**src/rtl/dds_loader_pkg.sv**
```systemverilog
package dds_loader_pkg;
  localparam int FRAME_W = 40;

  typedef enum logic [1:0] {
    ST_IDLE  = 2'd0,
    ST_CONV  = 2'd1,
    ST_SHIFT = 2'd2
  } ld_state_t;
endpackage

```
**src/rtl/tick_pacer.sv**
```systemverilog
module tick_pacer #(
  parameter int PERIOD = 1250
) (
  input  logic clk,
  input  logic rst_ni,
  output logic tick
);
  localparam int CW = (PERIOD > 1) ? $clog2(PERIOD) : 1;
  localparam logic [CW-1:0] LAST = CW'(PERIOD - 1);

  logic [CW-1:0] cnt_q, cnt_d;

  assign tick = (cnt_q == LAST);

  always_comb begin
    if (tick) cnt_d = '0;
    else      cnt_d = cnt_q + CW'(1);
  end

  always_ff @(posedge clk or negedge rst_ni) begin
    if (!rst_ni) cnt_q <= '0;
    else         cnt_q <= cnt_d;
  end

  generate
    if (PERIOD > 1) begin : g_spacing
      AST_TICK_SPACING: assert property (@(posedge clk) disable iff (!rst_ni)
        tick |=> !tick);
    end
  endgenerate
endmodule

```
**src/rtl/spi_frame_shifter.sv**
```systemverilog
module spi_frame_shifter #(
  parameter int W    = 40,
  parameter int HALF = 3
) (
  input  logic         clk,
  input  logic         rst_ni,
  input  logic         start,
  input  logic         abort,
  input  logic [W-1:0] word,
  output logic         sclk,
  output logic         mosi,
  output logic         busy
);
  localparam int DW = $clog2(HALF + 1);
  localparam int BW = $clog2(W);
  localparam logic [DW-1:0] DIV_LAST = DW'(HALF - 1);
  localparam logic [BW-1:0] BIT_LAST = BW'(W - 1);

  logic [W-1:0]  sh_q, sh_d;
  logic [DW-1:0] div_q, div_d;
  logic [BW-1:0] bit_q, bit_d;
  logic          sclk_q, sclk_d;
  logic          busy_q, busy_d;

  always_comb begin
    sh_d   = sh_q;
    div_d  = div_q;
    bit_d  = bit_q;
    sclk_d = sclk_q;
    busy_d = busy_q;
    if (abort) begin
      busy_d = 1'b0;
      sclk_d = 1'b0;
      div_d  = '0;
      bit_d  = '0;
    end else if (start) begin
      busy_d = 1'b1;
      sclk_d = 1'b0;
      div_d  = '0;
      bit_d  = '0;
      sh_d   = word;
    end else if (busy_q) begin
      if (div_q == DIV_LAST) begin
        div_d = '0;
        if (!sclk_q) begin
          sclk_d = 1'b1;
        end else begin
          sclk_d = 1'b0;
          if (bit_q == BIT_LAST) begin
            busy_d = 1'b0;
          end else begin
            bit_d = bit_q + BW'(1);
            sh_d  = {sh_q[W-2:0], 1'b0};
          end
        end
      end else begin
        div_d = div_q + DW'(1);
      end
    end
  end

  always_ff @(posedge clk or negedge rst_ni) begin
    if (!rst_ni) begin
      sh_q   <= '0;
      div_q  <= '0;
      bit_q  <= '0;
      sclk_q <= 1'b0;
      busy_q <= 1'b0;
    end else begin
      sh_q   <= sh_d;
      div_q  <= div_d;
      bit_q  <= bit_d;
      sclk_q <= sclk_d;
      busy_q <= busy_d;
    end
  end

  assign sclk = sclk_q;
  assign busy = busy_q;
  assign mosi = busy_q & sh_q[W-1];

  AST_BIT_LIMIT: assert property (@(posedge clk) disable iff (!rst_ni)
    busy_q |-> (int'(bit_q) < W));
  AST_MOSI_SETTLED: assert property (@(posedge clk) disable iff (!rst_ni)
    (sclk_q && busy_q && $past(sclk_q)) |-> $stable(mosi));
endmodule

```
**src/rtl/dds_word_loader.sv**
```systemverilog
module dds_word_loader
  import dds_loader_pkg::*;
#(
  parameter int CLK_HZ    = 50_000_000,
  parameter int SAMPLE_HZ = 40_000,
  parameter int SCLK_HZ   = 8_000_000,
  parameter int ADC_W     = 12
) (
  input  logic               clk,
  input  logic               rst_n,
  input  logic               adc_done,
  input  logic [ADC_W-1:0]   adc_data,
  input  logic [FRAME_W-1:0] word_in,
  output logic               sclk,
  output logic               mosi,
  output logic               latch,
  output logic               adc_start,
  output logic [ADC_W-1:0]   sample_out,
  output logic               sample_valid,
  output logic               overrun
);
  localparam int TICK_PERIOD = CLK_HZ / SAMPLE_HZ;
  localparam int HALF_RAW    = CLK_HZ / (2 * SCLK_HZ);
  localparam int HALF        = (HALF_RAW < 1) ? 1 : HALF_RAW;

  logic [1:0] rst_sync_q;
  logic       rst_core_n;

  always_ff @(posedge clk or negedge rst_n) begin
    if (!rst_n) rst_sync_q <= 2'b00;
    else        rst_sync_q <= {rst_sync_q[0], 1'b1};
  end
  assign rst_core_n = rst_sync_q[1];

  logic tick;
  logic shift_busy;
  logic start_shift;

  tick_pacer #(.PERIOD(TICK_PERIOD)) u_pacer (
    .clk    (clk),
    .rst_ni (rst_core_n),
    .tick   (tick)
  );

  ld_state_t        state_q, state_d;
  logic             latch_q, latch_d;
  logic             start_q, start_d;
  logic             valid_q, valid_d;
  logic             over_q, over_d;
  logic [ADC_W-1:0] smp_q, smp_d;

  assign start_shift = (state_q == ST_CONV) && adc_done && !tick;

  always_comb begin
    state_d = state_q;
    latch_d = latch_q;
    smp_d   = smp_q;
    start_d = tick;
    valid_d = start_shift;
    over_d  = over_q | (tick && (state_q != ST_IDLE));
    if (tick) begin
      state_d = ST_CONV;
      latch_d = 1'b1;
    end else if (start_shift) begin
      state_d = ST_SHIFT;
      latch_d = 1'b0;
      smp_d   = adc_data;
    end else if ((state_q == ST_SHIFT) && !shift_busy) begin
      state_d = ST_IDLE;
    end
  end

  always_ff @(posedge clk or negedge rst_core_n) begin
    if (!rst_core_n) begin
      state_q <= ST_IDLE;
      latch_q <= 1'b1;
      start_q <= 1'b0;
      valid_q <= 1'b0;
      over_q  <= 1'b0;
      smp_q   <= '0;
    end else begin
      state_q <= state_d;
      latch_q <= latch_d;
      start_q <= start_d;
      valid_q <= valid_d;
      over_q  <= over_d;
      smp_q   <= smp_d;
    end
  end

  spi_frame_shifter #(.W(FRAME_W), .HALF(HALF)) u_shift (
    .clk    (clk),
    .rst_ni (rst_core_n),
    .start  (start_shift),
    .abort  (tick),
    .word   (word_in),
    .sclk   (sclk),
    .mosi   (mosi),
    .busy   (shift_busy)
  );

  assign latch        = latch_q;
  assign adc_start    = start_q;
  assign sample_valid = valid_q;
  assign sample_out   = smp_q;
  assign overrun      = over_q;

  AST_START_WITH_LATCH: assert property (@(posedge clk) disable iff (!rst_core_n)
    adc_start |-> latch);
  AST_LATCH_RISE_ON_TICK: assert property (@(posedge clk) disable iff (!rst_core_n)
    $rose(latch) |-> adc_start);
  AST_LATCH_FALL_ON_DONE: assert property (@(posedge clk) disable iff (!rst_core_n)
    $fell(latch) |-> ($past(adc_done) && sample_valid));
  AST_SCLK_UNDER_LATCH: assert property (@(posedge clk) disable iff (!rst_core_n)
    sclk |-> !latch);
  AST_OVERRUN_STICKY: assert property (@(posedge clk) disable iff (!rst_core_n)
    overrun |=> overrun);
  AST_VALID_PULSE: assert property (@(posedge clk) disable iff (!rst_core_n)
    sample_valid |=> !sample_valid);
endmodule

```
**config.mk**
```make
export PLATFORM = sky130hd
export DESIGN_NAME = dds_word_loader
export DESIGN_NICKNAME = d
export VERILOG_FILES = /design/src/rtl/dds_loader_pkg.sv /design/src/rtl/tick_pacer.sv /design/src/rtl/spi_frame_shifter.sv /design/src/rtl/dds_word_loader.sv
export SDC_FILE = /design/constraint.sdc
export NUM_CORES = 1
export LEC_CHECK = 0
export CAP_MARGIN = 20
export CORE_MARGIN = 8
export CORE_UTILIZATION = 41
export CTS_CLUSTER_DIAMETER = 100
export CTS_CLUSTER_SIZE = 30
export DETAILED_ROUTE_END_ITERATION = 12
export GPL_TIMING_DRIVEN = 0
export HOLD_SLACK_MARGIN = 0.05
export MAX_ROUTING_LAYER = met4
export PLACE_DENSITY = 0.62
export SLEW_MARGIN = 30
export SYNTH_ARGS = -nofsm -noshare
export SYNTH_HDL_FRONTEND = slang
export SYNTH_SLANG_ARGS = --single-unit
```
**constraint.sdc**
```tcl
create_clock -name clk -period 4 [get_ports clk]
set_clock_uncertainty 0.15 [all_clocks]
set_input_delay 0.4 -clock clk [delete_from_list [all_inputs] [get_ports clk]]
set_output_delay 0.4 -clock clk [all_outputs]
set_load 0.05 [all_outputs]
```
# [Word level (Yosys, flattened, before mapping)]
# Index checks and enable logic that the tools add are counted.
[op_classes] addsub=3 n_mul=0 div=0 magnitude_cmp=0 n_eq_ne=7 shifts=0 n_mux=32 bitwise_logic=3 n_reduce_logical=19
[ops] cell="$mux W40" count=5
[ops] cell="$mux W6" count=6
[ops] cell="$mux W2" count=7
[ops] cell="$mux W1" count=13
[ops] cell="$reduce_bool A3 Y1" count=4
[ops] cell="$add A11 B1 Y11 const B" count=1
[ops] cell="$eq A11 B11 Y1 const B" count=1
[ops] cell="$mux W11" count=1
[ops] cell="$reduce_bool A2 Y1" count=5
[ops] cell="$add A6 B1 Y6 const B" count=1
[ops] cell="$eq A6 B6 Y1 const B" count=1
[ops] cell="$reduce_and A5 Y1" count=1
[ops] cell="$eq A2 B2 Y1 const B" count=2
[ops] cell="$logic_and A1 B1 Y1" count=4
[ops] cell="$reduce_and A2 Y1" count=2
[ops] cell="$reduce_and A4 Y1" count=1
[ops] cell="$ne A3 B3 Y1 const B" count=1
[ops] cell="$add A2 B1 Y2 const B" count=1
[ops] cell="$eq A2 B1 Y1 const B" count=1
[ops] cell="$logic_not A1 Y1" count=2
[ops] cell="$ne A2 B2 Y1 const B" count=1
[ops] cell="$and A1 B1 Y1" count=1
[ops] cell="$not A1 Y1" count=1
[ops] cell="$or A1 B1 Y1" count=1
[totals] regBits=81 latch_bits=0 ram_bits=0 romBits=0 inputBits=55 out_inout_bits=18 elab_cells=77 mem_count=0

# [Depth between registers and ports, before layout]
# Gate-level depths: netlist of run 1.
[logic_depth] word_depth=7 ltp_mapped=8 depth_no_buf=6

# [By module]
# A second synthesis of run 1 with hierarchy kept.
[hier_totals] cells_unflattened=286 hier_area_um2=3896.2
[modules_own_cells] module="spi_frame_shifter" n_inst=1 cells_each=194 area_each_um2=2597.5 seq_area_each_um2=1251.2
[modules_own_cells] module="dds_word_loader" n_inst=1 cells_each=44 area_each_um2=764.5 seq_area_each_um2=501.7
[modules_own_cells] module="tick_pacer" n_inst=1 cells_each=48 area_each_um2=534.3 seq_area_each_um2=275.3

# [Worst setup path after synthesis of run 1]
# Ideal clock, no wire load.
[synth_timing] kind="flip-flop to flip-flop" start="register u_shift.sclk_q, in the netlist u_shift.sclk" end="register u_shift.sh_q[10]" setup_time_ns=0.125 arrival_time_ns=1.976 required_ns=3.725 slack_ns=1.749 path_stages_with_launch=6 n_path_buf=1 synth_period_minus_slack_ns=2.251 path_cell_list="dfrtp_1 > and4b_1 > a21boi_1 > o21a_4 > buf_6 > mux2_4"
[synth_via] elab_chain_len=2
[synth_rtl] element="start, declared" line="spi_frame_shifter.sv:22" text="logic sclk_q, sclk_d;"
[synth_rtl] element="start signal, assigned" line="spi_frame_shifter.sv:73" text="sclk_q <= sclk_d;"
[synth_rtl] element="$reduce_bool A2 Y1 (no source line)"
[synth_rtl] element="$reduce_and A5 Y1 (no source line)"
[synth_rtl] element="end signal, assigned" line="spi_frame_shifter.sv:64" text="sh_q <= '0;"
[synth_rtl] element="end signal, assigned" line="spi_frame_shifter.sv:70" text="sh_q <= sh_d;"
[synth_rtl] element="end, declared" line="spi_frame_shifter.sv:19" text="logic [W-1:0] sh_q, sh_d;"
# No other way between the ends.
# A chain may end at the register's enable or synchronous reset.

# [Worst setup path in the final report of run 1]
[layout_timing] start="register u_pacer.cnt_q[1]" end="register smp_q[9], in the netlist sample_out[9]"
[layout_via] elab_chain_len=4 elab_cells_between_ends=5 classes_between="eq/ne (1); bitwise (1); reduce/logical (3)"
[layout_rtl] element="start, declared" line="tick_pacer.sv:11" text="logic [CW-1:0] cnt_q, cnt_d;"
[layout_rtl] element="start signal, assigned" line="tick_pacer.sv:22" text="else cnt_q <= cnt_d;"
[layout_rtl] element="$eq A11 B11 Y1" line="tick_pacer.sv:13" text="assign tick = (cnt_q == LAST);"
[layout_rtl] element="$logic_not A1 Y1" line="dds_word_loader.sv:52" text="assign start_shift = (state_q == ST_CONV) && adc_done && !tick;"
[layout_rtl] element="$logic_and A1 B1 Y1" line="dds_word_loader.sv:52"
[layout_rtl] element="via start_shift" line="dds_word_loader.sv:37" text="logic start_shift;"
[layout_rtl] element="$reduce_and A2 Y1 (no source line)"
[layout_rtl] element="end signal, assigned" line="dds_word_loader.sv:87" text="smp_q <= smp_d;"
[layout_rtl] element="end, declared" line="dds_word_loader.sv:50" text="logic [ADC_W-1:0] smp_q, smp_d;"
# The timed path passes the listed nets, and every way through them passes these cells.

==> reports/summary.txt, run 1 <==
Run status -> complete, no violations
Hold Crit Class -> reg -> async
Reg2reg setup slack -> 1.54 ns
Drt first pass iters -> 4
DIE WIDTH -> 113 um
Grt ovf -> 0
Max Root-Sink Buffers -> 2
Die Height -> 113 um
Core area -> 9240 um2
Cts repair resizes -> 0
P&R area growth vs syn -> 29.8%
Total number of vias -> 2694
CP endpoint kind -> register
Avg Cell Area, Syn -> 11.0 um2
Max-Cap Viols -> 0
Net count after synthesis -> 413
Share of post-route cells with drive strength above 1 -> 18.2%
Initial Utilization -> 42.1%
Final core occ -> 54.6%
Number of nets in the layout -> 498
Pleak -> 0.00247 uW
Worst slew margin -> 59.2%
# H-tree levels -> 3
Maximum VDD drop -> 0.208 mV
Pin count of the biggest net entering global routing -> 50
Sequential-to-total area share from yosys stat -> 52.2%
First-pass GRT wire length -> 13.7 mm
Cell count after synthesis -> 355
I/O pin cnt -> 73
Critical path data required time -> 4.08 ns
WP data arrival -> 2.53 ns
Initial antenna violation count -> 0
Most frequent cells in the layout -> 128 x nand2_1, 79 x dfrtp_1, 72 x clkdlybuf4s50_1
Yosys warnings -> 0
Startpoint Class -> register
Cells on worst reg2reg path -> 7
Worst flop-to-flop path endpoint -> sample_out[9]
Synthesis-stage register bit count -> 81
# diodes -> 0
Total clock sinks -> 81
Drt drc -> 0
Site Rows -> 35
Post-CTS setup buffers -> 0
Layout Cells excl Fill -> 574
Min Tclk post-route -> 2.46 ns
Dpl cells -> 557
Most common cell after layout, fill and taps aside -> nand2_1
Final setup violation count -> 0
Synthesized cell area -> 3890 um2
RSZ-0062 raised after global routing -> no
Fin crit share -> 61.5%
ANT nets after route -> 0
Die area -> 12900 um2
Wirelength per Cell -> 13.9 um
Total power -> 1600 uW
P per Cell Area -> 316 nW/um2
Iteration-0 DRC Markers -> 132
GPL Wtd Cong -> 0.781
CTS Root Cell -> clkbuf_8
Setup_tns -> 0 ns
Clock-pin slew on the worst setup and hold paths -> 0.09 ns
Slew at the pin closest to its max-slew limit -> 0.607 ns
Final Hold Fails -> 0
Port bufs -> 72
FF-to-FF Start -> u_pacer.cnt_q[1]
Worst-Skew Late Latency -> 0.34 ns
Hpwl dp -> 5.70 mm
CTS tree -> built
Kind of critical path -> reg -> reg
FMAX -> 0.407 GHz
Slew Limit Fails -> 0
Final wirelength -> 7.99 mm
Clock buffer count from CTS -> 9
Vias/cell -> 4.69
Vias in the first global route -> 2785
Largest fanout on the critical path -> 10
Synth unique cells -> 40
Gr usage total -> 13.7%
[through the flow]
stage	setup WS [ns]	cell area [um2]	hold WS (ns)
finish	1.54	5050	0.135
global route	1.39	5050	0.184
CTS	1.51	5050	0.151
detailed placement	1.32	4800	0.140
global placement	0.407	4770	0.184
floorplan	1.43	3890	-0.0456
[synth_stat cells]
| library cell | number | area [um2] |
|---|---|---|
| nand2b_1 | 1 | 6.26 |
| conb_1 | 1 | 3.75 |
| nor4bb_1 | 1 | 10.0 |
| dfrtp_1 | 80 | 2000 |
| nor3_1 | 2 | 10.0 |
| o21bai_1 | 1 | 7.51 |
| and2_1 | 1 | 6.26 |
| buf_2 | 3 | 15.0 |
| nor4_4 | 1 | 21.3 |
| o2bb2ai_1 | 1 | 8.76 |
| and4b_1 | 2 | 20.0 |
| nand3_1 | 1 | 5.00 |
| mux2i_1 | 3 | 30.0 |
| o21a_4 | 1 | 15.0 |
| nand4_1 | 5 | 31.3 |
| ha_1 | 3 | 37.5 |
| and3b_1 | 1 | 8.76 |
| nand3b_1 | 1 | 7.51 |
| or2_2 | 2 | 12.5 |
| mux2_2 | 13 | 146 |
| nor2b_1 | 1 | 6.26 |
| nor4_1 | 1 | 6.26 |
| xor2_1 | 7 | 61.3 |
| and4_1 | 1 | 8.76 |
| clkbuf_1 | 9 | 33.8 |
| inv_1 | 2 | 7.51 |
| buf_6 | 4 | 45.0 |
| nor2_1 | 19 | 71.3 |
| and3_1 | 3 | 18.8 |
| nand2_1 | 128 | 480 |
| nand4bb_4 | 1 | 27.5 |
| or4_1 | 1 | 7.51 |
| mux2_4 | 39 | 586 |
| o21ai_0 | 2 | 10.0 |
| a21o_1 | 1 | 7.51 |
| xnor2_1 | 5 | 43.8 |
| dfstp_2 | 1 | 26.3 |
| o21a_1 | 1 | 7.51 |
| a21oi_1 | 4 | 20.0 |
| a21boi_1 | 1 | 7.51 |
[worst max path at each step]
stage                                 from                to  slack (ns)  cells after the start
after global placement       rst_sync_q[1]  u_shift.bit_q[4]        0.41                      0
after floorplan              rst_sync_q[1]         adc_start        1.43                      0
final                     u_pacer.cnt_q[1]     sample_out[9]        1.54                      7
after detailed placement          adc_done     sample_out[4]        1.32                      5
after global routing      u_pacer.cnt_q[1]     sample_out[9]        1.39                      7
after CTS                 u_pacer.cnt_q[1]     sample_out[9]        1.51                      7
[kinds of logic after synthesis]
kind of cell	Yosys count	synth area share (%)
compound gates	12	2.16
xor+xnor	12	2.70
fa+ha+maj	3	0.966
buf+inv	18	2.61
flops	81	52.2
mux	55	19.6
other cells	1	0.0965
simple gates	173	19.7
[layer usage]
layer	vias up	global-route usage [%]	wire length, um
met3	4	5.18	528
met4	0	3.73	70
met5	-	-	0
li1	1336	-	-
met1	1281	17.7	3860
met2	73	19.6	3530
[repair_timing]
action / in CTS / in global routing
hold buffers: 1 / 0
setup endpoints to repair: 0 / 0
hold endpoints to repair: 2 / 0
[cell type report]
| type | instances | area [um2] |
|---|---|---|
| clock inverter | 5 | 104 |
| buffer | 16 | 93.8 |
| clock buffer | 11 | 131 |
| sequential | 81 | 2030 |
| tap | 129 | 161 |
| fill | 824 | 4190 |
| inverter | 2 | 7.51 |
| multi-input combinational | 256 | 1760 |
| timing repair buffer | 74 | 758 |
[flip-flops by register name (all words and copies together) (netlist names)]
register,cells
adc_start,1
u_shift.div_q,2
sample_out,12
u_shift.bit_q,6
sample_valid,1
rst_sync_q,2
u_shift.busy,1
u_pacer.cnt_q,11
u_shift.sclk,1
u_shift.sh_q,40
latch,1
overrun,1
state_q,2
[critical path, cell delays in order (launching register included)]
cell	delay, ns
dfrtp_1	0.40
inv_1	0.06
ha_1	0.19
nand4bb_4	0.14
nor4_4	0.61
nor2_1	0.23
buf_2	0.26
mux2_2	0.29
[power by group]
group	switching, uW	internal (uW)
Sequential	6.53	819
Combinational	18.1	49.5
Clock	287	417
Total	311	1290
Power figures use the tool's default switching activity.
==> run 2, diff against run 1 <==
PLACE_DENSITY = 0.65   (was 0.62)
clock period = 2.03 ns   (was 4 ns; I/O delays follow)
==> run 2 against run 1 <==
The flow now finishes with violations (setup timing); wire length increased by 7.2%; largest cell class unchanged; global-route usage increased by 1.1 points; critical path type unchanged; first-iteration DRC count decreased by 24%; clock power increased by 110%; total power increased by 100%; via count increased by 2.9%.
==> reports/summary.txt, run 2 (synthesized netlist as in run 1, its figures left out) <==
Switching power -> 612 uW (was 311 uW)
FF-to-FF Start -> u_pacer.cnt_q[4] (was u_pacer.cnt_q[1])
Final WS setup -> -0.132 ns (was 1.54 ns)
Multi-input gate area -> 1820 um2 (was 1760 um2)
Wirelength per Cell -> 14.5 um (was 13.9 um)
Total area of sequential cells -> 2030 um2 (about the same)
Max Root-Sink Buffers -> 2 (unchanged)
Initial antenna violation count -> 0 (unchanged)
Grt ovf -> 0 (unchanged)
Cells on worst reg2reg path -> 5 (was 7)
CTS tree -> built (unchanged)
# H-tree levels -> 3 (unchanged)
Site Rows -> 35 (unchanged)
ANT nets after route -> 0 (unchanged)
Slew Limit Fails -> 0 (unchanged)
P per Cell Area -> 611 nW/um2 (was 316 nW/um2)
Failing checks -> setup timing
Crit-path cells -> or2_4, or4_4, o21a_4, clkbuf_16, mux2_4 (was inv_1, ha_1, nand4bb_4, nor4_4, nor2_1, buf_2, mux2_2)
Final Hold Fails -> 0 (unchanged)
Initial Utilization -> 42.1% (unchanged)
CTS Root Cell -> clkbuf_8 (unchanged)
Pint -> 2660 uW (was 1290 uW)
Clock buffer count from CTS -> 9 (unchanged)
P&R area growth vs syn -> 37.6% (was 29.8%)
Reg2reg setup slack -> -0.13 ns (was 1.54 ns)
Sequential Power Share -> 49.9% (was 51.7%)
Hold Crit Class -> reg -> async (unchanged)
Final core occ -> 57.9% (was 54.6%)
Core area -> 9240 um2 (unchanged)
Clock Power Share -> 46.2% (was 44.0%)
DIE WIDTH -> 113 um (unchanged)
Run status -> finished, violations left (was complete, no violations)
Critical path data required time -> 2.10 ns (was 4.08 ns)
Maximum VDD drop -> 0.421 mV (was 0.208 mV)
Vias in the first global route -> 3171 (was 2785)
Min Tclk post-route -> 2.16 ns (was 2.46 ns)
Post-DP Area -> 4810 um2 (was 4800 um2)
Iteration-0 DRC Markers -> 100 (was 132)
Final setup violation count -> 39 (was 0)
Largest register FFs -> 40 (unchanged)
Most frequent cells in the layout -> 126 x nand2_1, 78 x dfrtp_1, 70 x clkdlybuf4s50_1 (was 128 x nand2_1, 79 x dfrtp_1, 72 x clkdlybuf4s50_1)
First-pass GRT wire length -> 15.0 mm (was 13.7 mm)
Sw frac -> 18.7% (was 19.5%)
Most common cell after layout, fill and taps aside -> nand2_1 (unchanged)
Post-route cell area -> 5350 um2 (was 5050 um2)
Drt first pass iters -> 5 (was 4)
Total number of vias -> 2771 (was 2694)
Drt drc -> 0 (unchanged)
Combinational fraction of design power -> 3.9% (was 4.2%)
Fin crit share -> 107% (was 61.5%)
Worst flop-to-flop path endpoint -> u_shift.sh_q[13] (was sample_out[9])
Hold Slack -> 0.193 ns (was 0.135 ns)
Worst stage delay on the critical path -> 0.56 ns (was 0.61 ns)
Final wirelength -> 8.56 mm (was 7.99 mm)
# diodes -> 0 (unchanged)
Slew at the pin closest to its max-slew limit -> 0.599 ns (was 0.607 ns)
RSZ-0062 raised after global routing -> yes (was no)
Kind of critical path -> reg -> reg (unchanged)
Pin count of the biggest net entering global routing -> 46 (was 50)
FMAX -> 0.462 GHz (was 0.407 GHz)
Fillers -> 815 (was 824)
Port bufs -> 72 (unchanged)
Vias/cell -> 4.70 (was 4.69)
Hpwl dp -> 5.79 mm (was 5.70 mm)
Worst slew margin -> 60.1% (was 59.2%)
Startpoint Class -> register (unchanged)
Pleak -> 0.00259 uW (was 0.00247 uW)
Setup_tns -> -4.41 ns (was 0 ns)
Max-Cap Viols -> 0 (unchanged)
Pre-CTS setup slack -> -0.290 ns (was 1.32 ns)
Largest reg by FF count -> u_shift.sh_q (unchanged)
Share of post-route cells with drive strength above 1 -> 23.4% (was 18.2%)
Die Height -> 113 um (unchanged)
Number of nets in the layout -> 514 (was 498)
Gr usage total -> 14.8% (was 13.7%)
GPL Wtd Cong -> 0.792 (was 0.781)
Largest fanout on the critical path -> 7 (was 10)
Worst-Skew Late Latency -> 0.34 ns (about the same)
Clock-pin slew on the worst setup and hold paths -> 0.08 ns (was 0.09 ns)
Die area -> 12900 um2 (unchanged)
WP data arrival -> 2.24 ns (was 2.53 ns)
Total clock sinks -> 81 (unchanged)
CP endpoint kind -> register (unchanged)
I/O pin cnt -> 73 (unchanged)
Slowest cell on the critical path -> or4_4 (was nor4_4)
## run 2: per-stage QoR
step / total power (uW) / instances
2_1_floorplan: 1670 / 355
3_3_place_gp: 1790 / 556
3_5_place_dp: 1790 / 557
4_1_cts: 3310 / 584
5_1_grt: 3390 / 590
6_report: 3270 / 590
## run 2: worst max path at each step
stage          slack [ns]        startpoint          endpoint  depth (start not counted)
5_1_grt             -0.17  u_pacer.cnt_q[4]  u_shift.sh_q[13]                          5
3_3_place_gp        -0.29          adc_done  u_shift.bit_q[2]                          5
4_1_cts             -0.17  u_pacer.cnt_q[4]  u_shift.sh_q[18]                          6
2_1_floorplan       -0.13  u_pacer.cnt_q[2]  u_shift.sh_q[16]                          6
6_report            -0.13  u_pacer.cnt_q[4]  u_shift.sh_q[13]                          5
3_5_place_dp        -0.29          adc_done     sample_out[4]                          5
## run 2: routing by layer
layer	track usage, %	vias to the layer above	part of all wire [%]	wire length [um]
met5	-	-	0	0
met4	4.26	0	0.88	75
met3	5.02	6	6.4	544
met2	23.1	61	47	4050
met1	17.9	1341	45	3890
li1	-	1363	-	-
## run 2: final cells by class
class / count / area share (%)
clock buffers: 11 / 2.46
plain buffers: 15 / 2.43
repair buffers: 91 / 17.4
flip-flops and latches: 81 / 38.0
well taps: 129 / 3.02
clock inverters: 5 / 2.41
multi-input cells: 256 / 34.1
inverters: 2 / 0.140
## run 2: critical path, delay by kind of cell, from the launching register on
family                 cells  cell delay [ns]
and+or+nand+nor            2             0.81
buffers and inverters      1             0.19
muxes                      1             0.29
AOI/OAI and AO/OA          1             0.22
DFF                        1             0.39
## run 2: power by group through the flow
stage                     clock [uW]  sequential [uW]  combinational (uW)
after floorplan                    0             1670                1.22
after global placement             0             1680                 107
after CTS                       1550             1630                 129
after detailed placement           0             1670                 126
final                           1510             1630                 126
after global routing            1610             1640                 137
## run 2: what timing repair did
| item | 4_1_cts | 5_1_grt |
|---|---|---|
| gates cloned | 1 | 2 |
| endpoints found under the hold margin | 2 | 0 |
| pin swaps | 2 | 1 |
| hold buffers | 1 | 0 |
| buffers inserted | 9 | 5 |
| resized for setup | 20 | 4 |
| endpoints found under the setup margin | 64 | 49 |
